===== src/rtl/shift_pkg.sv =====
package shift_pkg;
  typedef enum logic [1:0] {
    ST_IDLE  = 2'd0,
    ST_LOAD  = 2'd1,
    ST_SHIFT = 2'd2,
    ST_WRITE = 2'd3
  } shift_state_e;

  localparam logic [5:0] OP_RTYPE = 6'h00;
  localparam logic [5:0] FN_SLL   = 6'h00;
  localparam logic [5:0] FN_SRL   = 6'h02;
endpackage


===== src/rtl/shift_decode.sv =====
module shift_decode
  import shift_pkg::*;
(
  input  logic [5:0] opcode_i,
  input  logic [5:0] funct_i,
  output logic       supported_o,
  output logic       dir_right_o
);
  // only the two logical shifts of the register-type opcode are accepted
  always_comb begin
    supported_o = (opcode_i == OP_RTYPE) && ((funct_i == FN_SLL) || (funct_i == FN_SRL));
    dir_right_o = (funct_i == FN_SRL);
  end
endmodule


===== src/rtl/shift_datareg.sv =====
module shift_datareg #(
  parameter int unsigned DATA_W = 32
) (
  input  logic              clk_i,
  input  logic              rst_ni,
  input  logic              en_i,
  input  logic              load_ext_i,  // 1: take d_i, 0: one-bit shift
  input  logic              dir_right_i, // 1: right, 0: left
  input  logic [DATA_W-1:0] d_i,
  output logic [DATA_W-1:0] q_o
);
  always_ff @(posedge clk_i or negedge rst_ni) begin
    if (!rst_ni)          q_o <= '0;
    else if (en_i) begin
      if (load_ext_i)     q_o <= d_i;
      else if (dir_right_i) q_o <= {1'b0, q_o[DATA_W-1:1]};
      else                q_o <= {q_o[DATA_W-2:0], 1'b0};
    end
  end

  p_left_fill_r3: assert property (@(posedge clk_i) disable iff (!rst_ni)
    (en_i && !load_ext_i && !dir_right_i) |=> (q_o[0] == 1'b0 && q_o[DATA_W-1:1] == $past(q_o[DATA_W-2:0])));

  p_right_fill_r4: assert property (@(posedge clk_i) disable iff (!rst_ni)
    (en_i && !load_ext_i && dir_right_i) |=> (q_o[DATA_W-1] == 1'b0 && q_o[DATA_W-2:0] == $past(q_o[DATA_W-1:1])));
endmodule


===== src/rtl/shift_counter.sv =====
module shift_counter #(
  parameter int unsigned CNT_W = 5
) (
  input  logic             clk_i,
  input  logic             rst_ni,
  input  logic             load_i,
  input  logic             dec_i,
  input  logic [CNT_W-1:0] d_i,
  output logic             zero_o,
  output logic             one_o
);
  logic [CNT_W-1:0] cnt_q;

  always_ff @(posedge clk_i or negedge rst_ni) begin
    if (!rst_ni)                     cnt_q <= '0;
    else if (load_i)                 cnt_q <= d_i;
    else if (dec_i && cnt_q != '0)   cnt_q <= cnt_q - 1'b1;
  end

  assign zero_o = (cnt_q == '0);
  assign one_o  = (cnt_q == CNT_W'(1));

  p_cnt_step_r5: assert property (@(posedge clk_i) disable iff (!rst_ni)
    (!load_i && dec_i && !zero_o) |=> (cnt_q == $past(cnt_q) - 1'b1));
endmodule


===== src/rtl/shift_ctrl.sv =====
module shift_ctrl
  import shift_pkg::*;
(
  input  logic         clk_i,
  input  logic         rst_ni,
  input  logic         start_i,
  input  logic         supported_i,
  input  logic         cnt_zero_i,
  input  logic         cnt_one_i,
  output logic         accept_o,
  output logic         shift_en_o,
  output logic         write_o,
  output logic         refuse_o,
  output shift_state_e state_o
);
  shift_state_e st_q, st_d;

  always_comb begin
    st_d = st_q;
    unique case (st_q)
      ST_IDLE:  if (start_i && supported_i) st_d = ST_LOAD;
      ST_LOAD:  st_d = cnt_zero_i ? ST_WRITE : ST_SHIFT;
      ST_SHIFT: if (cnt_one_i) st_d = ST_WRITE;
      ST_WRITE: st_d = ST_IDLE;
      default:  st_d = ST_IDLE;
    endcase
  end

  always_ff @(posedge clk_i or negedge rst_ni) begin
    if (!rst_ni) st_q <= ST_IDLE;
    else         st_q <= st_d;
  end

  assign accept_o   = (st_q == ST_IDLE) && start_i && supported_i;
  assign refuse_o   = (st_q == ST_IDLE) && start_i && !supported_i;
  assign shift_en_o = (st_q == ST_SHIFT);
  assign write_o    = (st_q == ST_WRITE);
  assign state_o    = st_q;

  p_zero_skip_r6: assert property (@(posedge clk_i) disable iff (!rst_ni)
    (st_q == ST_LOAD && cnt_zero_i) |=> (st_q == ST_WRITE));

  p_shift_loop_r5: assert property (@(posedge clk_i) disable iff (!rst_ni)
    (st_q == ST_SHIFT && !cnt_one_i) |=> (st_q == ST_SHIFT));
endmodule


===== src/rtl/iter_shift_unit.sv =====
module iter_shift_unit
  import shift_pkg::*;
#(
  parameter int unsigned DATA_W = 32,
  parameter int unsigned REG_W  = 5
) (
  input  logic              clk_i,
  input  logic              rst_ni,
  input  logic              start_i,
  input  logic [5:0]        opcode_i,
  input  logic [5:0]        funct_i,
  input  logic [$clog2(DATA_W)-1:0] shamt_i,
  input  logic [REG_W-1:0]  rd_i,
  input  logic [DATA_W-1:0] operand_i,
  output logic [DATA_W-1:0] result_o,
  output logic              done_o,
  output logic              wr_en_o,
  output logic [REG_W-1:0]  wr_addr_o,
  output logic              unsupported_o
);
  localparam int unsigned CNT_W = $clog2(DATA_W);

  logic supported, dir_right, dir_q;
  logic accept, shift_en, write, refuse;
  logic cnt_zero, cnt_one, unsup_q;
  logic [REG_W-1:0] rd_q;
  shift_state_e state;

  shift_decode u_decode (
    .opcode_i   (opcode_i),
    .funct_i    (funct_i),
    .supported_o(supported),
    .dir_right_o(dir_right)
  );

  shift_ctrl u_ctrl (
    .clk_i      (clk_i),
    .rst_ni     (rst_ni),
    .start_i    (start_i),
    .supported_i(supported),
    .cnt_zero_i (cnt_zero),
    .cnt_one_i  (cnt_one),
    .accept_o   (accept),
    .shift_en_o (shift_en),
    .write_o    (write),
    .refuse_o   (refuse),
    .state_o    (state)
  );

  shift_counter #(.CNT_W(CNT_W)) u_count (
    .clk_i (clk_i),
    .rst_ni(rst_ni),
    .load_i(accept),
    .dec_i (shift_en),
    .d_i   (shamt_i),
    .zero_o(cnt_zero),
    .one_o (cnt_one)
  );

  shift_datareg #(.DATA_W(DATA_W)) u_data (
    .clk_i      (clk_i),
    .rst_ni     (rst_ni),
    .en_i       (accept | shift_en),
    .load_ext_i (accept),
    .dir_right_i(dir_q),
    .d_i        (operand_i),
    .q_o        (result_o)
  );

  always_ff @(posedge clk_i or negedge rst_ni) begin
    if (!rst_ni) begin
      dir_q   <= 1'b0;
      rd_q    <= '0;
      unsup_q <= 1'b0;
    end else begin
      unsup_q <= refuse;
      if (accept) begin
        dir_q <= dir_right;
        rd_q  <= rd_i;
      end
    end
  end

  assign done_o        = write;
  assign wr_en_o       = write;
  assign wr_addr_o     = rd_q;
  assign unsupported_o = unsup_q;

  p_done_pulse_r8: assert property (@(posedge clk_i) disable iff (!rst_ni)
    done_o |=> !done_o);

  p_unsup_idle_r7: assert property (@(posedge clk_i) disable iff (!rst_ni)
    unsupported_o |-> (state == ST_IDLE && !done_o));

  p_busy_hold_r9: assert property (@(posedge clk_i) disable iff (!rst_ni)
    (state != ST_IDLE) |=> $stable(wr_addr_o));
endmodule


===== config.mk =====
export PLATFORM = sky130hd
export DESIGN_NAME = iter_shift_unit
export DESIGN_NICKNAME = d
export VERILOG_FILES = /design/src/rtl/shift_pkg.sv /design/src/rtl/shift_decode.sv /design/src/rtl/shift_datareg.sv /design/src/rtl/shift_counter.sv /design/src/rtl/shift_ctrl.sv /design/src/rtl/iter_shift_unit.sv
export SDC_FILE = /design/constraint.sdc
export NUM_CORES = 1
export LEC_CHECK = 0
export ABC_AREA = 1
export BUFFER_PORTS_ARGS = -buffer_cell sky130_fd_sc_hd__buf_2
export CAP_MARGIN = 0
export CORE_ASPECT_RATIO = 0.6
export CORE_MARGIN = 2
export CORE_UTILIZATION = 45
export DETAILED_ROUTE_END_ITERATION = 7
export HOLD_SLACK_MARGIN = 0.08
export PLACE_DENSITY = 0.76
export SLEW_MARGIN = 40
export SYNTH_ARGS = -nofsm -noshare
export SYNTH_HDL_FRONTEND = slang
export SYNTH_SLANG_ARGS = --single-unit

===== constraint.sdc =====
create_clock -name clk_i -period 1.45 [get_ports clk_i]
set_input_delay 0.0725 -clock clk_i [delete_from_list [all_inputs] [get_ports clk_i]]
set_output_delay 0.0725 -clock clk_i [all_outputs]
set_load 0.01 [all_outputs]

==> impl_metrics.json <==
{
  "synth_top_area_cell": "dfrtp_1",
  "drv_slew": 0,
  "insertion_delay_ns": 0.31,
  "synthTopCellsByArea": "dfrtp_1, nand2_1, o21ai_0, inv_1, o211ai_1",
  "gr-total-overflow": 0,
  "tightest_slew_ns": 0.571,
  "num_vias": 3271,
  "antenna_found_initial": 0,
  "cts_buffers": 5,
  "grt_pass1_vias": 2949,
  "ys_types": 24,
  "max_freq_ghz": 0.623,
  "area_growth_pct": 59.8,
  "syn_area_per_cell_um2": 7.05,
  "fin_nets": 608,
  "grt_pass1_wl_um": 13900,
  "r2r_start": "u_ctrl.state_o[0]$_DFFE_PN0P_",
  "cp.arrival_ns": 1.80,
  "io_buffers": 96,
  "endpoint_kind": "register",
  "pwr-share-seq_pct": 34.2,
  "clk_path_buf_depth": 2,
  "slew_headroom_pct": 61.9,
  "hold_path_class": "in2reg",
  "dp.cells": 561,
  "synth_seq_cells": 46,
  "drt-initial-drc-count": 226,
  "num_rows": 21,
  "root_buffer": "clkbuf_8",
  "die-area_mm2": 0.00669,
  "numClockSinks": 46,
  "drc": 0,
  "drt_wl_total_um": 9310,
  "ant_nets": 0,
  "synth_seq_area_share_pct": 42.4,
  "powerDensity_mw_per_mm2": 1450,
  "violations": "setup timing",
  "fin_crit_ns": 1.60,
  "io_pins": 97,
  "worst_hold_slack_ns": 0.0884,
  "drive_gt1_share_pct": 32.9,
  "avgRoutedWirePerCell_um": 14.9,
  "start_util_pct": 47.6,
  "dieHeight_um": 64.2,
  "cts.clk_slew.worst_paths_ns": 0.09,
  "worst-r2r-cell-count": 8,
  "min_path_cells": 3,
  "rsz0062_at_grt": "yes",
  "fin_cells": 624,
  "irDropWorstVdd_v": 0.000705,
  "ys_warn_count": 0,
  "dpl-instance-area_mm2": 0.00341,
  "drv_cap": 0,
  "p_leak_nw": 2.45,
  "power.internal_w": 0.00367,
  "r2r_slack_ns": -0.15,
  "timing.rr.end": "u_data.q_o[3]$_DFFE_PN0P_",
  "h-tree-depth": 2,
  "core-area_mm2": 0.00570,
  "switchingPower_w": 0.00262,
  "swShare_pct": 41.6,
  "p_clk_share_pct": 16.0,
  "fin_crit_sh_pct": 111,
  "dpl.hpwl_um": 5280,
  "synth_area_mm2": 0.00271,
  "comb_power_share_pct": 49.7,
  "antenna_cells": 0,
  "hold_end": "dir_q$_DFFE_PN0P_",
  "synth.net_count": 449,
  "dieWidth_um": 104,
  "fin_ws_ns": -0.154,
  "firstDrtPassIters": 5,
  "grt_max_degree": 35,
  "synthCells": 385,
  "cp.required_ns": 1.65,
  "status": "finished, violations left",
  "skew_ns": 0.00647,
  "stdcell_area_mm2": 0.00434,
  "gp_congestion": 0.790,
  "hold_path.startpoint": "funct_i[0]",
  "yosysTopAreaCellShare_pct": 42.4,
  "hold_viol_final": 0,
  "critPathLaunchType": "register",
  "grt_usage_pct": 26.3,
  "criticalPathCategory": "reg2reg",
  "cp_max_fo": 8,
  "power.total_w": 0.00630,
  "critical_path.startpoint": "u_ctrl.state_o[0]$_DFFE_PN0P_",
  "final_core_util_pct": 76.1,
  "cts_tree": "yes",
  "viasPerCell": 5.24,
  "setup_violations": 43
}
-- layout make-up --
type                       count  area (µm²)
fill                         406        1360
clock inverter                 1        30.0
timing repair buffer         173        1350
clock buffer                   6        82.6
sequential                    46        1150
tap                           80         100
inverter                      35         146
multi-input combinational    283        1480
-- cell usage in the layout, fill, tap and decap left out, types with 4 or more instances in the layout --
master         count
nand2_1          145
buf_2             96
dfrtp_1           46
dlygate4sd3_1     42
inv_1             28
o21ai_1           19
buf_4             19
o21ai_0           18
nor2_1            15
a21oi_1           15
o211ai_1          14
nand3_1           11
o21ai_2           11
nand2_2            8
buf_12             7
clkbuf_8           6
nand4_1            4
nand3_2            4
ha_1               4
buf_6              4
-- metal layers --
layer  up-vias  wire, µm  share of wire (%)  track usage, %
li1       1556         -                  -               -
met1      1509      3960                 43            35.1
met2       180      4330                 47            44.3
met3        26       753                8.1            5.31
met4         0       263                2.8            6.93
met5         -         0                  0               0
-- power groups by stage --
| stage | clock [W] | sequential, W | combinational, W |
|---|---|---|---|
| after floorplan | 0 | 0.00226 | 0.00131 |
| after global placement | 0 | 0.00212 | 0.00250 |
| after detailed placement | 0 | 0.00214 | 0.00257 |
| after CTS | 0.00101 | 0.00212 | 0.00284 |
| after global routing | 0.00107 | 0.00221 | 0.00344 |
| final | 0.00101 | 0.00215 | 0.00313 |
-- flip-flops by register name, summed over array words and instances (netlist names) --
register	count
dir_q	1
u_count.cnt_q	5
u_ctrl.state_o	2
u_data.q_o	32
unsupported_o	1
wr_addr_o	5
-- critical path: stages, from the launching register on --
cell,delay (ns)
dfrtp_1,0.40
inv_2,0.12
ha_4,0.18
nand2_4,0.06
inv_4,0.08
nand3_4,0.19
clkbuf_16,0.25
o21ai_2,0.13
nand2_1,0.08
-- Yosys cell counts --
cell,number
inv_1,32
or2_1,1
a21oi_1,15
nand2_1,156
nand4_1,4
dfrtp_1,46
nand3_4,1
inv_2,2
buf_4,1
nand3b_1,2
ha_1,7
buf_6,2
nor2_4,1
nand3_1,16
xnor2_1,1
clkbuf_1,10
o211ai_1,14
nor2_2,1
buf_2,8
buf_1,1
o21ai_0,34
clkinv_1,1
o21ai_1,14
nor2_1,15
-- cells by family (layout without fill, tap and decap cells) --
family                     count (synthesis)  in the layout  share of synthesized area, %
and+or+nand+nor                          197            198                          29.6
adders and majority gates                  7              7                          3.23
xor gates and xnor gates                   1              1                         0.323
buffers and inverters                     57            215                          8.94
DFF                                       46             46                          42.4
AOI/OAI and AO/OA                         77             77                          15.5
-- through the flow --
| step | setup WS [ns] | setup TNS (ns) |
|---|---|---|
| floorplan | 0.00118 | 0 |
| global placement | -0.00838 | -0.0515 |
| detailed placement | -0.0805 | -1.86 |
| CTS | -0.0469 | -0.587 |
| global route | -0.198 | -5.30 |
| finish | -0.154 | -2.80 |
-- how the worst max path moves through the flow --
stage                                            end  slack [ns]  cells after the start
after floorplan           u_data.q_o[21]$_DFFE_PN0P_       0.001                     10
after global placement    u_data.q_o[25]$_DFFE_PN0P_      -0.008                      9
after detailed placement  u_data.q_o[31]$_DFFE_PN0P_       -0.08                     10
after CTS                 u_data.q_o[27]$_DFFE_PN0P_       -0.05                      9
after global routing       u_data.q_o[3]$_DFFE_PN0P_       -0.20                      8
final                      u_data.q_o[3]$_DFFE_PN0P_       -0.15                      8
-- repair_timing --
action,CTS,global route
hold buffers,42,0
gates resized for setup,23,44
endpoints found under the hold margin,62,0
pin swaps,3,10
endpoints found under the setup margin,42,44
gates cloned,2,5
buffers inserted,6,2
Note: power is estimated with default switching activity, not from simulation.
